===== config.mk =====
export PLATFORM = sky130hd
export DESIGN_NAME = mbox_ring_engine
export DESIGN_NICKNAME = d
export VERILOG_FILES = /design/src/rtl/mbox_ring_engine.sv
export SDC_FILE = /design/constraint.sdc
export NUM_CORES = 1
export LEC_CHECK = 0
export ABC_AREA = 1
export BUFFER_PORTS_ARGS = -buffer_cell sky130_fd_sc_hd__buf_2
export CAP_MARGIN = 20
export CELL_PAD_IN_SITES_DETAIL_PLACEMENT = 1
export CELL_PAD_IN_SITES_GLOBAL_PLACEMENT = 2
export CORE_UTILIZATION = 38
export DETAILED_ROUTE_END_ITERATION = 10
export PLACE_DENSITY = 0.87
export SLEW_MARGIN = 20
export SYNTH_ARGS = -nofsm -noshare
export SYNTH_HDL_FRONTEND = slang
export SYNTH_SLANG_ARGS = --single-unit

===== constraint.sdc =====
create_clock -name clk -period 7.6 [get_ports clk]
set_input_delay 1.52 -clock clk [delete_from_list [all_inputs] [get_ports clk]]
set_output_delay 1.52 -clock clk [all_outputs]
set_load 0.01 [all_outputs]

===== src/rtl/mbox_ring_engine.sv =====
module mbox_ring_engine #(
  parameter int NMBOX = 8,
  parameter int NOUT  = 8,
  parameter int AW    = 32
) (
  input  logic          clk,
  input  logic          rst_n,
  input  logic          cfg_load,
  input  logic          cfg_wide,
  input  logic [AW-1:0] cfg_base,
  input  logic          scan_go,
  input  logic          irq_clr,
  output logic          irq_mbl,
  output logic          mem_req,
  output logic          mem_we,
  output logic [AW-1:0] mem_addr,
  output logic [7:0]    mem_wdata,
  input  logic          mem_ack,
  input  logic [7:0]    mem_rdata,
  output logic          cmd_valid,
  output logic          cmd_abort,
  output logic [31:0]   cmd_ptr,
  input  logic          cmd_ready,
  input  logic          done_valid,
  input  logic [31:0]   done_ptr,
  input  logic [7:0]    done_code,
  input  logic [7:0]    done_ast,
  input  logic [7:0]    done_dst,
  output logic          done_ready
);
  localparam int IW = $clog2(2 * NMBOX);
  localparam int TW = (NOUT > 1) ? $clog2(NOUT) : 1;
  localparam logic [IW-1:0] OUT_LAST = IW'(NMBOX - 1);
  localparam logic [IW-1:0] IN_FIRST = IW'(NMBOX);
  localparam logic [IW-1:0] IN_LAST  = IW'(2 * NMBOX - 1);

  typedef enum logic [2:0] {S_IDLE, S_OCODE, S_OPTR, S_OCLR, S_DISP, S_ICHK, S_IWR} st_t;

  st_t            state;
  logic           wide, scan, irq, nf_pend, c_ext;
  logic [AW-1:0]  base;
  logic [IW-1:0]  oidx, iidx, slot;
  logic [2:0]     k, off, klast_rd, klast_wr;
  logic [7:0]     ocode, c_code, c_ast, c_dst, wd;
  logic [31:0]    ptr, nf_ptr, c_ptr;
  logic [NOUT-1:0] tv;
  logic [31:0]    tp [NOUT];
  logic [TW-1:0]  fidx;
  logic           hit;

  assign klast_rd = wide ? 3'd3 : 3'd2;
  assign klast_wr = wide ? 3'd7 : 3'd3;
  assign slot     = (state == S_ICHK || state == S_IWR) ? iidx : oidx;

  always_comb begin
    off = 3'd0;
    case (state)
      S_OCODE, S_OCLR, S_ICHK: off = wide ? 3'd7 : 3'd0;
      S_OPTR:                  off = wide ? k : k + 3'd1;
      S_IWR:                   off = wide ? k : ((k == 3'd3) ? 3'd0 : k + 3'd1);
      default:                 off = 3'd0;
    endcase
  end

  always_comb begin
    wd = 8'h00;
    if (state == S_IWR) begin
      if (wide) begin
        case (k)
          3'd0: wd = c_ptr[7:0];
          3'd1: wd = c_ptr[15:8];
          3'd2: wd = c_ptr[23:16];
          3'd3: wd = c_ptr[31:24];
          3'd4: wd = c_ast;
          3'd5: wd = c_dst;
          3'd6: wd = 8'h00;
          default: wd = c_code;
        endcase
      end else begin
        case (k)
          3'd0: wd = c_ptr[23:16];
          3'd1: wd = c_ptr[15:8];
          3'd2: wd = c_ptr[7:0];
          default: wd = c_code;
        endcase
      end
    end
  end

  always_comb begin
    hit  = 1'b0;
    fidx = '0;
    for (int i = NOUT - 1; i >= 0; i--)
      if (!tv[i]) fidx = TW'(i);
    for (int i = 0; i < NOUT; i++)
      if (tv[i] && tp[i] == ptr) hit = 1'b1;
  end

  assign mem_req    = (state == S_OCODE) || (state == S_OPTR) || (state == S_OCLR) ||
                      (state == S_ICHK) || (state == S_IWR);
  assign mem_we     = (state == S_OCLR) || (state == S_IWR);
  assign mem_addr   = base + (AW'(slot) << (wide ? 3 : 2)) + AW'(off);
  assign mem_wdata  = wd;
  assign cmd_valid  = (state == S_DISP);
  assign cmd_abort  = (ocode == 8'h02);
  assign cmd_ptr    = ptr;
  assign irq_mbl    = irq;
  assign done_ready = (state == S_IWR) && mem_ack && (k == klast_wr) && c_ext;

  always_ff @(posedge clk or negedge rst_n) begin
    if (!rst_n) begin
      state <= S_IDLE; wide <= 1'b0; scan <= 1'b0; irq <= 1'b0;
      nf_pend <= 1'b0; c_ext <= 1'b0; base <= '0;
      oidx <= '0; iidx <= IN_FIRST; k <= 3'd0;
      ocode <= 8'h00; c_code <= 8'h00; c_ast <= 8'h00; c_dst <= 8'h00;
      ptr <= '0; nf_ptr <= '0; c_ptr <= '0; tv <= '0;
      for (int i = 0; i < NOUT; i++) tp[i] <= '0;
    end else begin
      if (scan_go) scan <= 1'b1;
      if (irq_clr) irq <= 1'b0;
      case (state)
        S_IDLE: begin
          if (cfg_load) begin
            wide <= cfg_wide; base <= cfg_base;
            oidx <= '0; iidx <= IN_FIRST;
            scan <= 1'b0; tv <= '0; nf_pend <= 1'b0;
          end else if (nf_pend) begin
            c_ptr <= nf_ptr; c_code <= 8'h03; c_ast <= 8'h00; c_dst <= 8'h00;
            c_ext <= 1'b0; nf_pend <= 1'b0; state <= S_ICHK;
          end else if (done_valid) begin
            c_ptr <= done_ptr; c_code <= done_code; c_ast <= done_ast; c_dst <= done_dst;
            c_ext <= 1'b1; state <= S_ICHK;
          end else if (scan && !(&tv)) begin
            state <= S_OCODE;
          end
        end
        S_OCODE: if (mem_ack) begin
          if (mem_rdata == 8'h00) begin
            if (!scan_go) scan <= 1'b0;
            state <= S_IDLE;
          end else begin
            ocode <= mem_rdata; ptr <= '0; k <= 3'd0; state <= S_OPTR;
          end
        end
        S_OPTR: if (mem_ack) begin
          if (wide) ptr[{k[1:0], 3'b000} +: 8] <= mem_rdata;
          else      ptr <= {ptr[23:0], mem_rdata};
          if (k == klast_rd) state <= S_OCLR;
          else               k <= k + 3'd1;
        end
        S_OCLR: if (mem_ack) begin
          oidx <= (oidx == OUT_LAST) ? '0 : oidx + 1'b1;
          if (ocode == 8'h01) state <= S_DISP;
          else if (ocode == 8'h02) begin
            if (hit) state <= S_DISP;
            else begin
              nf_pend <= 1'b1; nf_ptr <= ptr; state <= S_IDLE;
            end
          end else state <= S_IDLE;
        end
        S_DISP: if (cmd_ready) begin
          if (ocode == 8'h01) begin
            tv[fidx] <= 1'b1; tp[fidx] <= ptr;
          end
          state <= S_IDLE;
        end
        S_ICHK: if (mem_ack && mem_rdata == 8'h00) begin
          k <= 3'd0; state <= S_IWR;
        end
        S_IWR: if (mem_ack) begin
          if (k == klast_wr) begin
            iidx <= (iidx == IN_LAST) ? IN_FIRST : iidx + 1'b1;
            irq  <= 1'b1;
            if (c_ext)
              for (int i = 0; i < NOUT; i++)
                if (tv[i] && tp[i] == c_ptr) tv[i] <= 1'b0;
            state <= S_IDLE;
          end else k <= k + 3'd1;
        end
        default: state <= S_IDLE;
      endcase
    end
  end
endmodule


==> impl_results.md, run 1 <==
- DR vias/cell: 5.97
- Rows: 99
- Root buffer cell: clkbuf_16
- Gpl congestion: 1.05
- Yosys reg bits: 443
- Reg power frac: 28.8%
- Share of cells above drive strength 1: 10.4%
- PwrDens: 340 mW/mm²
- Slew margin rel.: 15.5%
- Period utilisation layout: 86.9%
- DRT iter0 DRCs: 3161
- Storage cell area: 0.0111 mm²
- TNS Setup: 0 ns
- Yosys top cell area share: 39.0%
- Status: finished, final reports clean
- Final hold vios: 0
- First-pass DRT Iterations: 5
- Unique masters post-synth: 61
- LEAKAGE: 15.3 nW
- Input/output buffers: 182
- Hold Path Class: register to register
- Area delta synth->final: 13.2%
- Largest net degree at the start of global routing: 136
- Final nets: 4260
- CTS H-tree lvls: 2
- Yosys warnings: 0
- FF-to-FF path depth: 14
- Setup Buffers After CTS: 0
- Sinks on Clock Net: 443
- GRT met1 Usage: 52.4%
- CP Capture Type: output port
- Syn avg cell area: 7.08 µm²
- Post-synthesis instance area: 0.0284 mm²
- Vias in the first global route: 29949
- Asr flop ratio synth: 100%
- Footprint of the multi-input gates: 0.0149 mm²
- Count of flip-flops with a built-in enable after synthesis: 0
- Synth top area cells: dfrtp_1, nand2_1, o21ai_0, nor2_1, inv_1
- Critical Path RT: 6.08 ns
- Sequential share of the synthesized area: 39.1%
- Routed WL: 151 mm
- Pre-CTS WS: 1.69 ns
- Post-route ant nets: 0
- First-pass GRT wire length: 215 mm
- Die Wd: 275 µm
- Grt ovf: 0
- M2 GR Usage: 59.5%
- Min Tclk post-route: 6.60 ns
- Synthesized Nets: 4141
- Hpwl dp: 109 mm
- Fin. max-slew vios: 0
- Clk Latency, worst-skew pair: 0.66 ns
- Final instance area: 0.0321 mm²
- Die Y: 275 µm
- Die area: 0.0758 mm²
- Combinational share of power: 46.2%
- Clk pin slew, worst setup/hold paths: 0.06 ns
- Final setup vio count: 0
- Total CTS buffers: 54
- Post-synth top cells: nand2_1, dfrtp_1, o21ai_0
- Core Area: 0.0735 mm²
- WS Path Type: register to output port
- Worst-margin pin slew: 1.26 ns
- DR vias: 30669
- Grt peak-use layer: met2
- Hold-fix buffers, CTS: 0
- Hold depth: 2
- Total track usage: 39.8%
- Met3 Track Usage GR: 8.26%
- Worst setup margin: 0.995 ns
- Antenna violations before repair: 8
- Switching Share: 48.1%
- CTS Buffer Depth: 3
- WHS: 0.472 ns
- Crit path DAT: 5.08 ns
- RSZ-0062 raised after global routing: false
- Max VDD drop: 0.213 mV
- Top-count cell post-synth: nand2_1
- Post-Syn Instances: 4010
- FILL cells: 9355
- CTS tree: done
- Max Cap Viol: 0
- Routed WL per cell: 29.5 µm
- Clock power share: 25.0%
- # IOs: 183
- Starting density of the core: 38.6%
- Number of remaining DRC errors: 0
- Cell taking the most area after synthesis: dfrtp_1
- Psw: 5.26 mW
- Post-CTS Resized: 0
- Ys flop type: dfrtp_1
- Worst Path Max Fanout: 44
- Fmax: 151 MHz
- DP Area: 0.0303 mm²
- Setup crit start kind: register
- Cell internal pwr: 5.67 mW
- Clk_skew: 0.0272 ns
==> power by group through the flow <==
stage | Clock, mW | Sequential [mW] | Combinational [mW]
floorplan | 0 | 2.88 | 2.88
detailed placement | 0 | 3.16 | 4.86
finish | 2.74 | 3.15 | 5.05
global route | 2.84 | 3.17 | 5.32
global placement | 0 | 3.15 | 4.82
CTS | 2.76 | 3.12 | 4.89
==> stage by stage <==
| step | total power [mW] | utilization [%] | instances |
|---|---|---|---|
| finish | 10.9 | 43.7 | 5134 |
| global route | 11.3 | 43.7 | 5132 |
| CTS | 10.8 | 43.7 | 5131 |
| detailed placement | 8.02 | 41.2 | 5032 |
| global placement | 7.97 | 41.2 | 5032 |
| floorplan | 5.76 | - | 4010 |
==> cells by family (layout without fill, tap and decap cells) <==
logic type	count (synthesis)	count (layout)	share of synthesized area, %
AOI/OAI and AO/OA	787	787	15.9
xor gates and xnor gates	204	204	6.30
adders and majority gates	26	26	1.20
buffers and inverters	585	747	8.42
DFF	443	443	39.1
other	0	3	0
and+or+nand+nor	1965	1965	29.1
==> worst paths after layout <==
kind                            startpoint            to  slack [ns]
worst min-delay path            nf_ptr[10]    nf_ptr[10]        0.47
min in group asynchronous            rst_n        tp[52]        0.81
max in group asynchronous            rst_n      base[17]        5.53
worst max register to register  cmd_ptr[2]    nf_ptr[13]        3.58
worst min register to register  nf_ptr[10]    nf_ptr[10]        0.47
worst max-delay path                  wide  mem_addr[22]         1.0
==> layout by cell type (no fill, tap or decap), drive strengths merged, types with 2 or more instances in the layout <==
cell type and instances:
nand2 1260, o21ai 466, dfrtp 442, nor2 363
inv 361, buf 281, xor2 126, nand4 121
o22ai 108, nand3 94, clkbuf 79, xnor2 78
nor3 73, a21oi 62, a31oi 35, o2111ai 27
ha 24, clkinv 19, o31ai 18, a211oi 18
nor4 17, or2 17, a22oi 14, o211ai 14
nand3b 11, o221ai 7, a221oi 6, bufinv 5
nor3b 4, a22o 4, diode 3, a32oi 3
fa 2, clkinvlp 2, a2111oi 2, and2 2
==> state kept, by name, indices dropped and copies added (netlist names) <==
| register | count |
|---|---|
| base | 32 |
| c_ast | 8 |
| c_code | 8 |
| c_dst | 8 |
| c_ext | 1 |
| c_ptr | 32 |
| cmd_ptr | 32 |
| iidx | 4 |
| irq_mbl | 1 |
| k | 3 |
| nf_pend | 1 |
| nf_ptr | 32 |
| ocode | 8 |
| oidx | 4 |
| scan | 1 |
| state | 3 |
| tp | 256 |
| tv | 8 |
| wide | 1 |
==> final cells by class <==
cell class,instances,area share [%]
diodes,3,0.0234
clock buffers,79,4.84
clock inverters,20,0.857
inverters,367,4.29
multi-input cells,2982,46.5
flip-flops and latches,443,34.5
well taps,959,3.74
repair buffers,281,5.26
==> per-layer routing <==
metal | part of all wire, % | wire length (µm) | vias to the layer above
li1 | - | - | 13421
met1 | 40 | 61200 | 15184
met2 | 43 | 64900 | 1636
met3 | 9.6 | 14500 | 426
met4 | 7.1 | 10800 | 2
met5 | 0.011 | 17 | -
==> worst max-delay path, cell delays in order, from the launching register on <==
cell and delay (ns):
dfrtp_1 0.88, inv_2 0.54, nand2_1 0.17, nand2_1 0.07
nand2_1 0.09, a21boi_0 0.13, fa_1 0.51, inv_1 0.06
ha_1 0.28, nand3_1 0.06, nand2_1 0.12, a21oi_1 0.13
o21ai_1 0.24, nand2_1 0.15, nor2_2 0.26, nand3_1 0.22
nor2_1 0.20, xor2_1 0.18, buf_2 0.15
(Power assumes the default switching activity.)
==> run 2, diff against run 1 <==
--- a/config.mk
+++ b/config.mk
@@ -6,6 +6,7 @@
 export NUM_CORES = 1
 export LEC_CHECK = 0
 export ABC_AREA = 1
+export ABC_CLOCK_PERIOD_IN_PS = 7600
 export BUFFER_PORTS_ARGS = -buffer_cell sky130_fd_sc_hd__buf_2
 export CAP_MARGIN = 20
 export CELL_PAD_IN_SITES_DETAIL_PLACEMENT = 1
@@ -13,6 +14,7 @@
 export CORE_UTILIZATION = 38
 export DETAILED_ROUTE_END_ITERATION = 10
 export PLACE_DENSITY = 0.87
+export RECOVER_POWER = 25
 export SLEW_MARGIN = 20
 export SYNTH_ARGS = -nofsm -noshare
 export SYNTH_HDL_FRONTEND = slang
==> run 2 against run 1 <==
The flow now finishes with violations (max-capacitance violations, max-slew violations). Cell area is 0.13% lower. Die area stayed put. Clock power hardly changed. Total power about the same. Fmax hardly changed. Highest routed layer unchanged.
==> impl_results.md, run 2 (synthesized netlist as in run 1, its figures left out) <==
- Status: finished with violations
- Failing checks: max-capacitance violations, max-slew violations
- RSZ-0062 raised after global routing: false
- Cells after DPL: 5032
- Worst path most repeated cell: nand2_1
- Number of remaining DRC errors: 0
- Max VDD drop: 0.212 mV
- Final hold vios: 0
- Input/output buffers: 182
- Largest net degree at the start of global routing: 136
- Worst-margin pin slew: 3.69 ns
- Slew margin rel.: -146%
- Core Area: 0.0735 mm²
- Clk Latency, worst-skew pair: 0.66 ns
- Fin. max-slew vios: 256
- Share of cells above drive strength 1: 10.3%
- Rows: 99
- Worst Path Max Fanout: 44
- Antenna violations before repair: 8
- Hpwl dp: 109 mm
- Final nets: 4260
- Die Wd: 275 µm
- CTS tree: done
- First-pass DRT Iterations: 6
- Largest register FFs: 256
- Most common cell after layout, fill and taps aside: nand2_1
- Commonest cells after routing, fill and taps aside: nand2_1, dfrtp_1, o21ai_0
- Gpl congestion: 1.05
- CTS H-tree lvls: 2
- Hold-fix buffers, CTS: 0
- Area delta synth->final: 13.1%
- Total track usage: 39.8%
- WS Path Type: register to output port
- Min Tclk post-route: 6.61 ns
- Die Y: 275 µm
- Hold depth: 2
- DRT iter0 DRCs: 3088
- Total CTS buffers: 54
- Setup Buffers After CTS: 0
- Biggest register: tp
- Post-Layout Cell Count: 5136
- Crit path DAT: 5.09 ns
- Grt ovf: 0
- DR vias: 30550
- FF-to-FF path depth: 14
- Final setup vio count: 0
- Sinks on Clock Net: 443
- Fmax: 151 MHz
- CP max stage cell: dfrtp_1
- DR vias/cell: 5.95
- Starting density of the core: 38.6%
- Root buffer cell: clkbuf_16
- Clk pin slew, worst setup/hold paths: 0.06 ns
- CP Capture Type: output port
- Clk_skew: 0.0303 ns
- Max Cap Viol: 4
- Critical Path RT: 6.08 ns
- PwrDens: 341 mW/mm²
- Period utilisation layout: 87.0%
- Die area: 0.0758 mm²
- TNS Setup: 0 ns
- Hold Path Class: register to register
- Routed WL per cell: 29.5 µm
- Critical path cell sequence: inv_2 -> nand2_1 -> nand2_1 -> nand2_1 -> a21boi_0 -> fa_1 -> inv_1 -> ha_1 -> nand3_1 -> nand2_1 -> a21oi_1 -> o21ai_1 -> nand2_1 -> nor2_2 -> nand3_1 -> nor2_1 -> xor2_1 -> buf_2
- First-pass GRT wire length: 215 mm
- LEAKAGE: 15.2 nW
- Post-CTS Resized: 0
- Post-route ant nets: 0
- # IOs: 183
- Setup crit start kind: register
- Slowest cell delay on critical path: 0.87 ns
- Routed WL: 152 mm
- Vias in the first global route: 29949
- CTS Buffer Depth: 3
run 2: per-layer routing:
layer	GRT usage (%)	routed length (µm)
met5	0	17
met2	59.5	65000
met3	8.26	14100
met1	52.4	61900
met4	24.7	10600
run 2: per-stage QoR:
stage | hold WS [ns] | power (mW) | utilization (%) | cell area [µm²] | worst slack (ns)
global placement | 0.453 | 7.97 | 41.2 | 30300 | 1.81
global route | 0.489 | 11.3 | 43.7 | 32100 | 0.474
floorplan | 0.442 | 5.76 | - | 28400 | 2.67
detailed placement | 0.459 | 8.02 | 41.2 | 30300 | 1.69
CTS | 0.472 | 10.8 | 43.7 | 32100 | 1.02
finish | 0.471 | 10.9 | 43.7 | 32100 | 0.991
run 2: final timing paths:
kind | from | endpoint | slack, ns
max | wide | mem_addr[22] | 0.99
min | nf_ptr[10] | nf_ptr[10] | 0.47
max reg2reg | cmd_ptr[2] | nf_ptr[13] | 3.59
min reg2reg | nf_ptr[10] | nf_ptr[10] | 0.47
max in group asynchronous | rst_n | nf_ptr[20] | 1.33
min in group asynchronous | rst_n | tp[52] | 2.14
run 2: cell type report:
cell class,instances,area (µm²)
inverter,367,1380
clock buffer,79,1560
fill,9357,41400
clock inverter,20,275
antenna,5,12.5
sequential,443,11100
multi-input combinational,2982,14900
timing repair buffer,281,1650
tap,959,1200
run 2: power breakdown:
group / leakage [nW] / switching [mW] / internal, mW
logic: 8.35 / 3.63 / 1.41
registers: 6.00 / 0.476 / 2.67
clock network: 0.898 / 1.15 / 1.59
total: 15.2 / 5.26 / 5.67
run 2: worst max-delay path: cells and delay by family, from the launching register on:
kind	cells	cell delay, ns
fa+ha+maj	2	0.78
buf+inv	3	0.75
flops	1	0.87
simple gates	9	1.34
xor+xnor	1	0.18
compound gates	3	0.50
